[src/rtl/pfs_pkg.sv]
package pfs_pkg;

  typedef enum logic [1:0] {
    ST_NORMAL = 2'd0,
    ST_GUARD  = 2'd1,
    ST_BATT   = 2'd2,
    ST_RECOV  = 2'd3
  } pfs_state_e;

  // indexes of the crossing conditions
  localparam int C_BELOW_PFD = 0;
  localparam int C_BELOW_SW  = 1;
  localparam int C_ABOVE_SW  = 2;
  localparam int C_ABOVE_OK  = 3;
  localparam int NCOND       = 4;

endpackage

[src/rtl/pfs_qual.sv]
// Counts consecutive valid samples that meet one condition; saturates at QUAL.
module pfs_qual #(
  parameter int QUAL = 4
) (
  input  logic clk,
  input  logic rst,
  input  logic smp_vld,
  input  logic cond,
  output logic agree
);
  localparam int CW = $clog2(QUAL + 1);
  localparam logic [CW-1:0] LAST = CW'(QUAL - 1);
  localparam logic [CW-1:0] FULL = CW'(QUAL);

  logic [CW-1:0] run_q;

  always_ff @(posedge clk) begin
    if (rst) begin
      run_q <= '0;
    end else if (smp_vld) begin
      if (!cond)
        run_q <= '0;
      else if (run_q != FULL)
        run_q <= run_q + 1'b1;
    end
  end

  // the current sample completes (or extends) a qualifying run
  assign agree = smp_vld && cond && (run_q >= LAST);
endmodule

[src/rtl/pfs_fsm.sv]
module pfs_fsm
  import pfs_pkg::*;
(
  input  logic             clk,
  input  logic             rst,
  input  logic [NCOND-1:0] hit,
  output logic             wr_block,
  output logic             bus_iso,
  output logic             bat_sel,
  output logic             pwr_ok
);
  pfs_state_e st_q, st_d;
  logic       armed_q, armed_d;

  always_comb begin
    st_d = st_q;
    unique case (st_q)
      ST_NORMAL: if (hit[C_BELOW_PFD]) st_d = ST_GUARD;
      ST_GUARD: begin
        if (hit[C_BELOW_SW])      st_d = ST_BATT;
        else if (hit[C_ABOVE_OK]) st_d = ST_NORMAL;
      end
      ST_BATT:  if (hit[C_ABOVE_SW]) st_d = ST_RECOV;
      ST_RECOV: begin
        if (hit[C_BELOW_SW])      st_d = ST_BATT;
        else if (hit[C_ABOVE_OK]) st_d = ST_NORMAL;
      end
      default: st_d = ST_BATT;
    endcase
    armed_d = armed_q || (st_d == ST_NORMAL);
  end

  always_ff @(posedge clk) begin
    if (rst) begin
      st_q     <= ST_BATT;
      armed_q  <= 1'b0;
      wr_block <= 1'b1;
      bus_iso  <= 1'b1;
      bat_sel  <= 1'b0;
      pwr_ok   <= 1'b0;
    end else begin
      st_q     <= st_d;
      armed_q  <= armed_d;
      wr_block <= (st_d != ST_NORMAL);
      bus_iso  <= (st_d != ST_NORMAL);
      bat_sel  <= (st_d == ST_BATT) && armed_d;
      pwr_ok   <= (st_d == ST_NORMAL);
    end
  end
endmodule

[src/rtl/pfs_supervisor.sv]
module pfs_supervisor
  import pfs_pkg::*;
#(
  parameter int VW     = 13,
  parameter int TH_PFD = 4370,
  parameter int TH_OK  = 4500,
  parameter int TH_SW  = 3000,
  parameter int QUAL   = 4
) (
  input  logic          clk,
  input  logic          rst,
  input  logic [VW-1:0] vsup_mv,
  input  logic          smp_vld,
  output logic          wr_block,
  output logic          bus_iso,
  output logic          bat_sel,
  output logic          pwr_ok
);
  localparam logic [VW-1:0] PFD_L = VW'(TH_PFD);
  localparam logic [VW-1:0] OK_L  = VW'(TH_OK);
  localparam logic [VW-1:0] SW_L  = VW'(TH_SW);

  logic [NCOND-1:0] cond;
  logic [NCOND-1:0] hit;

  always_comb begin
    cond              = '0;
    cond[C_BELOW_PFD] = (vsup_mv < PFD_L);
    cond[C_BELOW_SW]  = (vsup_mv < SW_L);
    cond[C_ABOVE_SW]  = (vsup_mv > SW_L);
    cond[C_ABOVE_OK]  = (vsup_mv > OK_L);
  end

  for (genvar g = 0; g < NCOND; g++) begin : g_qual
    pfs_qual #(.QUAL(QUAL)) qual_i (
      .clk     (clk),
      .rst     (rst),
      .smp_vld (smp_vld),
      .cond    (cond[g]),
      .agree   (hit[g])
    );
  end

  pfs_fsm fsm_i (
    .clk      (clk),
    .rst      (rst),
    .hit      (hit),
    .wr_block (wr_block),
    .bus_iso  (bus_iso),
    .bat_sel  (bat_sel),
    .pwr_ok   (pwr_ok)
  );
endmodule

[config.mk]
export PLATFORM = sky130hd
export DESIGN_NAME = pfs_supervisor
export DESIGN_NICKNAME = d
export VERILOG_FILES = /design/src/rtl/pfs_pkg.sv /design/src/rtl/pfs_qual.sv /design/src/rtl/pfs_fsm.sv /design/src/rtl/pfs_supervisor.sv
export SDC_FILE = /design/constraint.sdc
export NUM_CORES = 1
export LEC_CHECK = 0
export BUFFER_PORTS_ARGS = -buffer_cell sky130_fd_sc_hd__buf_2
export CELL_PAD_IN_SITES_DETAIL_PLACEMENT = 1
export CELL_PAD_IN_SITES_GLOBAL_PLACEMENT = 1
export CORE_MARGIN = 10
export CORE_UTILIZATION = 40
export DETAILED_ROUTE_END_ITERATION = 6
export PLACE_DENSITY = 0.81
export SYNTH_ARGS = -nofsm -noshare
export SYNTH_HDL_FRONTEND = slang
export SYNTH_SLANG_ARGS = --single-unit
[constraint.sdc]
create_clock -name clk -period 2.9 [get_ports clk]
set_input_delay 0.29 -clock clk [delete_from_list [all_inputs] [get_ports clk]]
set_output_delay 0.29 -clock clk [all_outputs]
set_load 0.02 [all_outputs]
# Yosys cells after proc, flatten, opt, wreduce, memory -nomap -nowiden
# Index checks and enable logic that the tools add are counted.
# op_classes
bitwise_logic,0
div_mod_pow,0
n_shift,0
reduce_logical,18
n_addsub,4
mul,0
n_lt_le_gt_ge,8
muxes,13
eq_ne,12
# op_table
cell,count
2-to-1 mux 3 bit,8
> comparator 13 x 12 -> 1 bit (second input constant),1
> comparator 13 bit (second input constant),1
< comparator 13 x 12 -> 1 bit (second input constant),1
< comparator 13 bit (second input constant),1
adder 3 x 1 -> 3 bit (second input constant),4
greater-or-equal comparator 3 x 2 -> 1 bit (second input constant),4
inequality test 3 bit (second input constant),4
logical AND 1 bit,9
2-to-1 mux 2 bit,4
inequality test 2 bit (second input constant),4
AND reduction 2 bit,4
== test 2 bit (second input constant),3
case mux 2 bit (3 select lines),1
logical NOT 2 bit,2
== test 2 x 1 -> 1 bit (second input constant),1
nonzero test 2 bit,1
OR reduction 2 bit,1
logical OR 1 bit,1
# totals
inputBits,16
mem_count,0
elab_cells,64
output_inout_bits,4
reg_bits,18
latch_bits,0
ramBits,0
mem_bits_ro,0

# Logic depth before layout (Yosys ltp)
# Gate-level depths: netlist (run 1).
# logic_depth
depth_word,9
depth_mapped,7
ltp_nobuf,7

# Hierarchy
# A second synthesis (run 1) with hierarchy kept.
# unflattened
hier_cells,140
area_unflattened_um2,1198.6
# by_module_without_submodules
mod,cells_per_inst,seq_area_each_um2,n_inst,area_each_um2
pfs_qual (g_qual[0].qual_i ...),24,60.1,2,207.7
pfs_qual (g_qual[2].qual_i ...),24,60.1,2,197.7
pfs_fsm,21,120.1,1,231.5
pfs_supervisor,23,0.0,1,156.4

# Least setup slack after synthesis (run 1)
# OpenSTA, ideal clock, no wires.
# synth_timing
kind,reg2reg
start,register g_qual[2].qual_i.run_q[0]
end,register fsm_i.bus_iso
required_time_ns,2.773
period_less_slack_ns,1.696
setup_slack_ns,1.204
arrival_time_ns,1.569
path_stages_with_launch,8
path_buffers,0
setup_time_ns,0.127
cell_sequence,dfxtp_1 > ha_1 > ha_1 > nor2_1 > o21ai_0 > and3_1 > a32o_1 > or3_1
# synth_via
elab_chain_cells,5
# synth_rtl
element,line,source
start: declaration,pfs_qual.sv:15,logic [CW-1:0] run_q;
start signal: assignment,pfs_qual.sv:24,run_q <= run_q + 1'b1;
greater-or-equal comparator 3 x 2 -> 1 bit,pfs_qual.sv:29,assign agree = smp_vld && cond && (run_q >= LAST);
logical AND 1 bit,pfs_qual.sv:29,
2-to-1 mux 2 bit,pfs_fsm.sv:23,ST_BATT: if (hit[C_ABOVE_SW]) st_d = ST_RECOV;
case mux 2 bit (3 select lines),pfs_fsm.sv:17,unique case (st_q)
nonzero test 2 bit,pfs_fsm.sv:45,bus_iso <= (st_d != ST_NORMAL);
end signal: assignment,pfs_fsm.sv:45,
end: declaration,pfs_fsm.sv:8,"output logic bus_iso,"
# Every way passes these cells.
# A chain may end at the register's enable or synchronous reset.

# Worst setup path in the final report (run 1)
# layout_timing
start,register g_qual[2].qual_i.run_q[1]
end,register fsm_i.bus_iso
# Same word-level chain as after synthesis.

==> out/qor.txt, run 1 <==
#FFs+latches synth - 18
die area - 5470 sq um
Final ANT Viol Nets - 0
CP Launch Type - flip-flop
sequential-to-total area share from yosys stat - 31.0%
Hold Crit Start - rst
Max FO, Critical Path - 4
Die Span Y - 73.9 um
status - complete, no violations
Initial Utilization - 42.2%
CP startpoint - g_qual[2].qual_i.run_q[1]
final setup fails - 0
initial antenna violation count - 0
Leak - 0.511 nW
Final GP Congestion - 0.790
Hold Violations, Final - 0
DR vias/cell - 5.87
fmax - 554 MHz
Setup TNS Final - 0 ps
CTS Hold Bufs - 0
clock sinks - 18
setup ws final - 1090 ps
Ys Warns - 0
CTS Root Cell - clkbuf_4
Avg Cell Area, Syn - 8.14 sq um
input/output buffers - 19
post-DP HPWL - 2.41 mm
largest net degree at the start of global routing - 21
top cell type's share of synthesized area - 31.0%
Avg WL per Cell - 15.7 um
H-tree levels - 1
antenna cells - 0
most common cell after layout, fill and taps aside - buf_2
row cnt - 19
Area contributors post-synth - dfxtp_1, ha_1, inv_1
Final period util - 62.3%
cell taking the most area after synthesis - dfxtp_1
Post-CTS Resized - 0
Skew-Pair Late Insertion Delay - 300 ps
Num CTS Buffers - 3
critical path required time - 3080 ps
Cell Pwr Density - 375 nW/um^2
most frequent cells in the layout - buf_2, dfxtp_1, inv_1
core area - 2760 sq um
Cell variety after synth - 39
Core Util, Final - 47.5%
pre-CTS setup slack - 1070 ps
clk slew on worst S/H paths - 120 ps
Power, Total - 0.000492 W
CTS tree - done
critical path endpoint category - flip-flop
worst r2r src - g_qual[2].qual_i.run_q[1]
fin crit period - 1810 ps
Slew @ Worst Pin - 556 ps
HP Class - in2reg
Synth Net Count - 171
placed cells - 188
Die Span X - 73.9 um
Final Max Tran Viols - 0
Slew headroom - 62.4%
vias after detailed routing - 1,127
GRT Overall Usage - 11.6%
fraction of layout instances using a drive strength above 1 - 17.4%
CP max stage cell - dfxtp_1
drt first-iter violations - 22
Area Overhead vs Synth - 12.7%
Layout Skew - 12.1 ps
Max Cap Violations - 0
FFs w/ async S/R, synth - 0%
Post-synth EDFFs - 0
Peak VDD IR - 0.193 mV
critical-path cell list - ha_1, ha_1, nor2_1, o21ai_0, and3_1, a32o_1, or3_1
DR pass1 iterations - 4
Mapped Cells - 143
vias in the first global route - 1,188
Routed WL - 3.01 mm
Remaining DRCs - 0
crit path kind - reg2reg
most frequent CP cell - ha_1
first-pass GRT wire length - 5.15 mm
Slowest Stage Delay on Critical Path - 370 ps
unrepaired setup endpoints after global routing - no
post-CTS setup buffers - 0
Post-Syn Area - 1160 sq um
Final Net Count - 190
Main synth FF type - dfxtp_1
clk buf depth - 2
Data arrival, critical path - 1980 ps
Layout Cells excl Fill - 192
GRT overflow - 0
IO Count - 20
[path summary, 6_finish.rpt]
path                                     to  slack, ps  cells after the start
setup reg to reg              fsm_i.bus_iso       1090                      7
hold / removal    g_qual[1].qual_i.run_q[2]        380                      2
setup / recovery              fsm_i.bus_iso       1090                      7
hold reg to reg               fsm_i.armed_q        490                      2
[sequential cells by signal (all words and copies together) (netlist names)]
name                 flops
fsm_i.pwr_ok             1
fsm_i.bus_iso            1
fsm_i.armed_q            1
g_qual.qual_i.run_q     12
fsm_i.st_q               2
fsm_i.bat_sel            1
[critical path: cells and delay by family, from the launching register on]
| family | cells | cell delay [ps] |
|---|---|---|
| DFF | 1 | 370 |
| AOI/OAI and AO/OA | 2 | 360 |
| and+or+nand+nor | 3 | 580 |
| adders and majority gates | 2 | 370 |
[cell usage after synthesis, types with 3 or more instances]
cell type  number
dfxtp_1        18
inv_1          15
nand2_1        14
ha_1           12
a21oi_1         8
nor2_1          8
a211oi_1        6
nor3_1          6
a31oi_1         5
o21ai_0         5
clkbuf_1        4
nand4_1         4
a21o_1          3
nand3_1         3
nor4_1          3
[cell type report]
cell class              count  area [sq um]
fillers                   347          1450
multi-input cells         105           724
flip-flops and latches     18           360
repair buffers             19          95.1
inverters                  15          56.3
well taps                  31          38.8
clock buffers               4          36.3
[power breakdown]
| group | internal (W) | switching, W |
|---|---|---|
| combinational | 0.0000273 | 0.0000458 |
| sequential | 0.000253 | 0.00000684 |
| clock | 0.0000764 | 0.0000823 |
| total | 0.000357 | 0.000135 |
[through the flow]
stage          cell area, sq um  hold slack (ps)
4_1_cts                    1310              372
6_report                   1310              378
3_5_place_dp               1270              461
3_3_place_gp               1270              454
5_1_grt                    1310              386
2_1_floorplan              1160              424
[routing by layer]
layer  global-route usage, %  up-vias  share of wire (%)
met5                       0        -                  0
met4                    4.35        0               0.70
met3                    3.19        2                5.7
met2                    19.6       31                 48
met1                    13.6      529                 45
li1                        -      565                  -
[kinds of logic after synthesis]
logic type               Yosys count  synth area share (%)
AO/OA/AOI/OAI                     41                  25.1
buffers and inverters             20                  6.77
adder cells (fa/ha/maj)           12                  12.9
multiplexers                       2                  1.72
AND/OR/NAND/NOR                   50                  22.6
flip-flops                        18                  31.0
(Power assumes the default switching activity.)
==> inputs of run 2 (changes only) <==
--- a/config.mk
+++ b/config.mk
@@ -9,9 +9,9 @@
 export CELL_PAD_IN_SITES_DETAIL_PLACEMENT = 1
 export CELL_PAD_IN_SITES_GLOBAL_PLACEMENT = 1
 export CORE_MARGIN = 10
-export CORE_UTILIZATION = 40
+export CORE_UTILIZATION = 36
 export DETAILED_ROUTE_END_ITERATION = 6
-export PLACE_DENSITY = 0.81
+export PLACE_DENSITY = 0.77
 export SYNTH_ARGS = -nofsm -noshare
 export SYNTH_HDL_FRONTEND = slang
 export SYNTH_SLANG_ARGS = --single-unit
==> constraint.sdc (replaced) <==
create_clock -name clk -period 1.5 [get_ports clk]
set_input_delay 0.15 -clock clk [delete_from_list [all_inputs] [get_ports clk]]
set_output_delay 0.15 -clock clk [all_outputs]
set_load 0.02 [all_outputs]
==> run 2 against run 1 <==
Effect of this change:
- the flow now finishes with violations (setup timing)
- via count is 13% higher
- critical path depth stayed put
- sequential cell count stayed put
- core utilization is 6.1 points higher
- clock power is 100% higher
- cell count is 21% higher
- die area is 8.1% higher
- critical path type unchanged
==> out/qor.txt, run 2 (synthesis results as in run 1) <==
Regs by FF count - g_qual.qual_i.run_q (12), fsm_i.st_q (2)
met2 routed WL - 1.78 mm (+23%)
GRT Overall Usage - 12.6% (+1.1 points)
post-DP HPWL - 2.73 mm (+13%)
die area - 5910 sq um (+8.1%)
sequential share of power - 48.7% (-4.1 points)
DR vias/cell - 5.48 (-6.7%)
Remaining DRCs - 0 (unchanged)
initial antenna violation count - 0 (unchanged)
Layout fillers - 383 (+10%)
pre-CTS setup slack - -143 ps (-1210 ps)
critical-path cell list - ha_4, ha_4, nor2_2, o21ai_1, and3_1, a32o_2, or3_1
met3 WL - 159 um (-8.1%)
antenna cells - 0 (unchanged)
Final ANT Viol Nets - 0 (unchanged)
Top reg by flops - g_qual.qual_i.run_q
Power, Total - 0.00103 W (+110%)
top routing layer in use - met4
final setup fails - 4 (+4)
Hold Violations, Final - 0 (unchanged)
crit path buf inv count - 0 (unchanged)
row cnt - 20 (+1)
Core Util, Final - 53.6% (+6.1 points)
crit path kind - reg2reg
Die Span Y - 76.9 um (+3.9%)
Area Overhead vs Synth - 41.8%
status - finished, violations left
Setup TNS Final - -351 ps (-351 ps)
Final Max Tran Viols - 0 (unchanged)
Min Hold Slack - 223 ps (-155 ps)
sw power - 0.000296 W (+120%)
Sw Share - 28.9% (+1.5 points)
CTS tree - done
P_int - 0.000729 W (+100%)
Final Net Count - 217 (+14%)
Slew headroom - 68.1% (+5.7 points)
clk slew on worst S/H paths - 110 ps (about the same)
most frequent CP cell - ha_4
CP top delay family - simple AND/OR/NAND/NOR gates
input/output buffers - 19 (unchanged)
clk buf depth - 2 (unchanged)
failing checks - setup timing
most common cell after layout, fill and taps aside - buf_4
Final GP Congestion - 0.787 (-0.42%)
largest net degree at the start of global routing - 21 (unchanged)
Final period util - 109% (+46 points)
critical path required time - 1700 ps (-1380 ps)
Slowest Stage Delay on Critical Path - 350 ps (-20 ps)
unrepaired setup endpoints after global routing - yes
DR pass1 iterations - 4 (unchanged)
M1 WL - 1.79 mm (+31%)
Leak - 0.663 nW (+30%)
Logic pwr share - 20.3% (+5.4 points)
critical path endpoint category - flip-flop
CP max stage cell - dfxtp_2
HP Class - in2reg
CTS Root Cell - clkbuf_4
Layout Skew - 3.73 ps (-8.38 ps)
setup ws final - -130 ps (-1220 ps)
H-tree levels - 1 (unchanged)
Max FO, Critical Path - 4 (unchanged)
Routed WL - 3.83 mm (+27%)
Slew @ Worst Pin - 474 ps (-81.8 ps)
drt first-iter violations - 38 (+73%)
CP Launch Type - flip-flop
Die Span X - 76.9 um (+3.9%)
vias in the first global route - 1,372 (+15%)
Skew-Pair Late Insertion Delay - 310 ps (about the same)
first-pass GRT wire length - 6.37 mm (+24%)
Avg WL per Cell - 16.5 um (+5.4%)
fin crit period - 1630 ps (-175 ps)
max FFs per register - 12 (unchanged)
CTS Hold Bufs - 0 (unchanged)
most frequent cells in the layout - buf_4, buf_2, inv_1
GRT overflow - 0 (unchanged)
fraction of layout instances using a drive strength above 1 - 39.9% (+23 points)
fmax - 613 MHz (+11%)
Num CTS Buffers - 3 (unchanged)
vias after detailed routing - 1,271 (+13%)
core area - 3080 sq um (+12%)
Clock Power Share - 31.0% (-1.3 points)
Max Cap Violations - 0 (unchanged)
clock sinks - 18 (unchanged)
Initial Utilization - 37.8% (-4.4 points)
Cell Pwr Density - 621 nW/um^2 (+66%)
Data arrival, critical path - 1830 ps (-150 ps)
Peak VDD IR - 0.351 mV (+82%)
IO Count - 20 (unchanged)
[run 2: changes by cell type in the layout (fill, tap and decap cells not counted), sizes merged]
cell / change
buf: +27
[run 2: worst register-to-register path: cells and delay by family, from the launching register on]
kind,cells,cell delay [ps]
AOI/OAI and AO/OA,2,320
adders and majority gates,2,310
DFF,1,350
and+or+nand+nor,3,540
[run 2: what timing repair did]
action,CTS,global route
pin swaps,8,2
resized for setup,18,3
setup buffers,3,2
hold endpoints to repair,0,0
setup endpoints to repair,6,6
[run 2: path summary, 6_finish.rpt]
path	slack [ps]	depth (start not counted)	to	from
setup / recovery	-130	7	fsm_i.bus_iso	g_qual[2].qual_i.run_q[0]
hold / removal	220	2	g_qual[3].qual_i.run_q[2]	smp_vld
setup reg to reg	-130	7	fsm_i.bus_iso	g_qual[2].qual_i.run_q[0]
hold reg to reg	470	2	fsm_i.bat_sel	fsm_i.armed_q
[run 2: power by group through the flow]
stage | Combinational [W] | Sequential (W) | Clock [W]
4_1_cts | 0.000197 | 0.000500 | 0.000327
3_3_place_gp | 0.000178 | 0.000506 | 0
3_5_place_dp | 0.000190 | 0.000507 | 0
5_1_grt | 0.000229 | 0.000501 | 0.000343
2_1_floorplan | 0.0000843 | 0.000509 | 0
6_report | 0.000208 | 0.000500 | 0.000318
[run 2: final cells by class]
class                           instances  area [sq um]  area share (%)
Timing Repair Buffer                   46           298            18.0
Multi-Input combinational cell        105           838            50.8
Sequential cell                        18           367            22.2
Tap cell                               44          55.1            3.34
Clock buffer                            4          36.3            2.20
Inverter                               15          56.3            3.41
[run 2: through the flow]
step	std cells	area [sq um]
after CTS	230	1620
after detailed placement	224	1480
final	232	1650
after floorplan	143	1180
after global routing	232	1650
after global placement	224	1480
[run 2: layer usage]
| metal | vias up | global-route usage [%] |
|---|---|---|
| met4 | 0 | 5.58 |
| met5 | - | 0 |
| li1 | 619 | - |
| met1 | 596 | 15.2 |
| met3 | 10 | 2.45 |
| met2 | 46 | 21.2 |
==> inputs of run 3 (changes only) <==
--- a/config.mk
+++ b/config.mk
@@ -5,13 +5,14 @@
 export SDC_FILE = /design/constraint.sdc
 export NUM_CORES = 1
 export LEC_CHECK = 0
-export BUFFER_PORTS_ARGS = -buffer_cell sky130_fd_sc_hd__buf_2
+export ABC_CLOCK_PERIOD_IN_PS = 1500
 export CELL_PAD_IN_SITES_DETAIL_PLACEMENT = 1
 export CELL_PAD_IN_SITES_GLOBAL_PLACEMENT = 1
 export CORE_MARGIN = 10
-export CORE_UTILIZATION = 36
+export CORE_UTILIZATION = 40
 export DETAILED_ROUTE_END_ITERATION = 6
-export PLACE_DENSITY = 0.77
+export DONT_BUFFER_PORTS = 1
+export PLACE_DENSITY = 0.76
 export SYNTH_ARGS = -nofsm -noshare
 export SYNTH_HDL_FRONTEND = slang
 export SYNTH_SLANG_ARGS = --single-unit
==> run 3 against run 2 <==
Effect of this change:
- the flow still finishes with violations (setup timing)
- clock-buffer cell count decreased by 1
- worst setup slack worse by 48 ps
- clock skew is 2.6 ps higher
- global-route usage barely moved
- first-iteration DRC count is 11% higher
- core utilization increased by 4.1 points
- register-to-register slack got worse by 50 ps
- sequential share of layout area increased by 1.1 points
- non-clock buffer count shrank 21
- design area down 3.6%
- largest cell class unchanged
- largest power group unchanged
==> out/qor.txt, run 3 (synthesis results as in run 1) <==
Remaining DRCs - 0 (unchanged)
Slew headroom - 61.2% (-6.9 points)
Max FO, Critical Path - 4 (unchanged)
vias after detailed routing - 1,170 (-7.9%)
Area Overhead vs Synth - 36.7%
post-DP HPWL - 2.55 mm (-6.6%)
fmax - 596 MHz (-2.8%)
Hold Violations, Final - 0 (unchanged)
row cnt - 19 (-5.0%)
most common cell after layout, fill and taps aside - buf_4
Final Net Count - 196 (-9.7%)
status - finished, violations left
die area - 5470 sq um (-7.5%)
most frequent cells in the layout - buf_4, inv_1, nand2_1
IO Count - 20 (unchanged)
drt first-iter violations - 42 (+11%)
Final Max Tran Viols - 0 (unchanged)
Final GP Congestion - 0.842 (+7.0%)
Final ANT Viol Nets - 0 (unchanged)
critical path required time - 1690 ps (about the same)
vias in the first global route - 1,261 (-8.1%)
clk buf depth - 2 (unchanged)
Die Span X - 73.9 um (-3.8%)
Data arrival, critical path - 1860 ps (+30 ps)
crit path kind - reg2reg
clock sinks - 18 (unchanged)
Max Cap Violations - 0 (unchanged)
antenna cells - 0 (unchanged)
Regs by FF count - g_qual.qual_i.run_q (12), fsm_i.st_q (2)
pre-CTS setup slack - -167 ps (-23.8 ps)
fin crit period - 1680 ps (+47.5 ps)
Avg WL per Cell - 18.1 um (+9.8%)
DR vias/cell - 5.94 (+8.4%)
HP Class - in2reg
fraction of layout instances using a drive strength above 1 - 35.5% (-4.4 points)
failing checks - setup timing
Leak - 0.575 nW (-13%)
CP Launch Type - flip-flop
input/output buffers - 0 (-19)
Layout fillers - 324 (-15%)
H-tree levels - 1 (unchanged)
CTS Root Cell - clkbuf_4
first-pass GRT wire length - 5.57 mm (-13%)
unrepaired setup endpoints after global routing - yes
Layout Skew - 6.29 ps (+2.56 ps)
Min Hold Slack - 13.9 ps (-209 ps)
initial antenna violation count - 0 (unchanged)
setup ws final - -178 ps (-47.5 ps)
clk slew on worst S/H paths - 100 ps (about the same)
DR pass1 iterations - 4 (unchanged)
Skew-Pair Late Insertion Delay - 290 ps (-20 ps)
Slew @ Worst Pin - 580 ps (+106 ps)
Routed WL - 3.57 mm (-6.8%)
Top reg by flops - g_qual.qual_i.run_q
Final period util - 112% (+3.2 points)
critical path endpoint category - flip-flop
Peak VDD IR - 0.512 mV (+46%)
Core Util, Final - 57.7% (+4.1 points)
Num CTS Buffers - 3 (unchanged)
largest net degree at the start of global routing - 17 (-19%)
GRT Overall Usage - 12.6% (-0.029 points)
CTS tree - done
max FFs per register - 12 (unchanged)
core area - 2760 sq um (-10%)
Initial Utilization - 42.2% (+4.4 points)
Cell Pwr Density - 559 nW/um^2 (-10%)
GRT overflow - 0 (unchanged)
Die Span Y - 73.9 um (-3.8%)
final setup fails - 6 (+2)
-- run 3: path summary, 6_finish.rpt --
kind / start / depth (start not counted) / slack (ps) / to
max: g_qual[0].qual_i.run_q[1] / 6 / -180 / fsm_i.bus_iso
min reg2reg: fsm_i.armed_q / 2 / 510 / fsm_i.bat_sel
max reg2reg: g_qual[0].qual_i.run_q[1] / 6 / -180 / fsm_i.bus_iso
min: smp_vld / 2 / 10 / g_qual[1].qual_i.run_q[1]
-- run 3: critical path: stages (launching register included) --
cell and delay (ps):
dfxtp_2 350, ha_4 160, ha_4 160, a211oi_4 220, nor3_2 80, a32o_2 270
or3_1 340
-- run 3: final cells by class --
type	instances	area [sq um]	share of cell area, %
Clock buffer	3	22.5	1.42
Inverter	15	56.3	3.54
Multi-Input combinational cell	105	910	57.2
Sequential cell	18	370	23.3
Tap cell	31	38.8	2.44
Timing Repair Buffer	25	193	12.1
-- run 3: report_power, final --
group	total, W	leakage (nW)	internal (W)	switching [W]
Combinational	0.000150	0.412	0.0000700	0.0000801
Sequential	0.000502	0.149	0.000491	0.0000106
Clock	0.000237	0.0138	0.0000935	0.000144
Total	0.000889	0.575	0.000654	0.000235
-- run 3: through the flow --
step                      cell area [sq um]  setup TNS (ps)  total power, W  std cells
after floorplan                        1180           -59.5        0.000594        143
after global placement                 1320            -365        0.000620        186
after detailed placement               1320            -635        0.000630        186
after CTS                              1480            -297        0.000893        194
after global routing                   1590            -950        0.000937        197
final                                  1590            -539        0.000889        197
-- run 3: layer usage --
layer  routed length [um]  global-route usage (%)  part of all wire [%]  vias up
met4                   30                    3.11                  0.84        0
met5                    0                       0                     0        -
li1                     -                       -                     -      573
met1                 1350                    12.3                    38      587
met3                   66                    2.66                   1.8        4
met2                 2130                    25.7                    60        6
-- run 3: repair_timing --
| item | in CTS | in global routing |
|---|---|---|
| setup buffers | 4 | 3 |
| endpoints found under the setup margin | 6 | 10 |
| gates cloned | 0 | 0 |
| hold endpoints to repair | 14 | 0 |
| hold buffers | 2 | 0 |
| gates resized for setup | 19 | 18 |
| pin swaps | 8 | 15 |
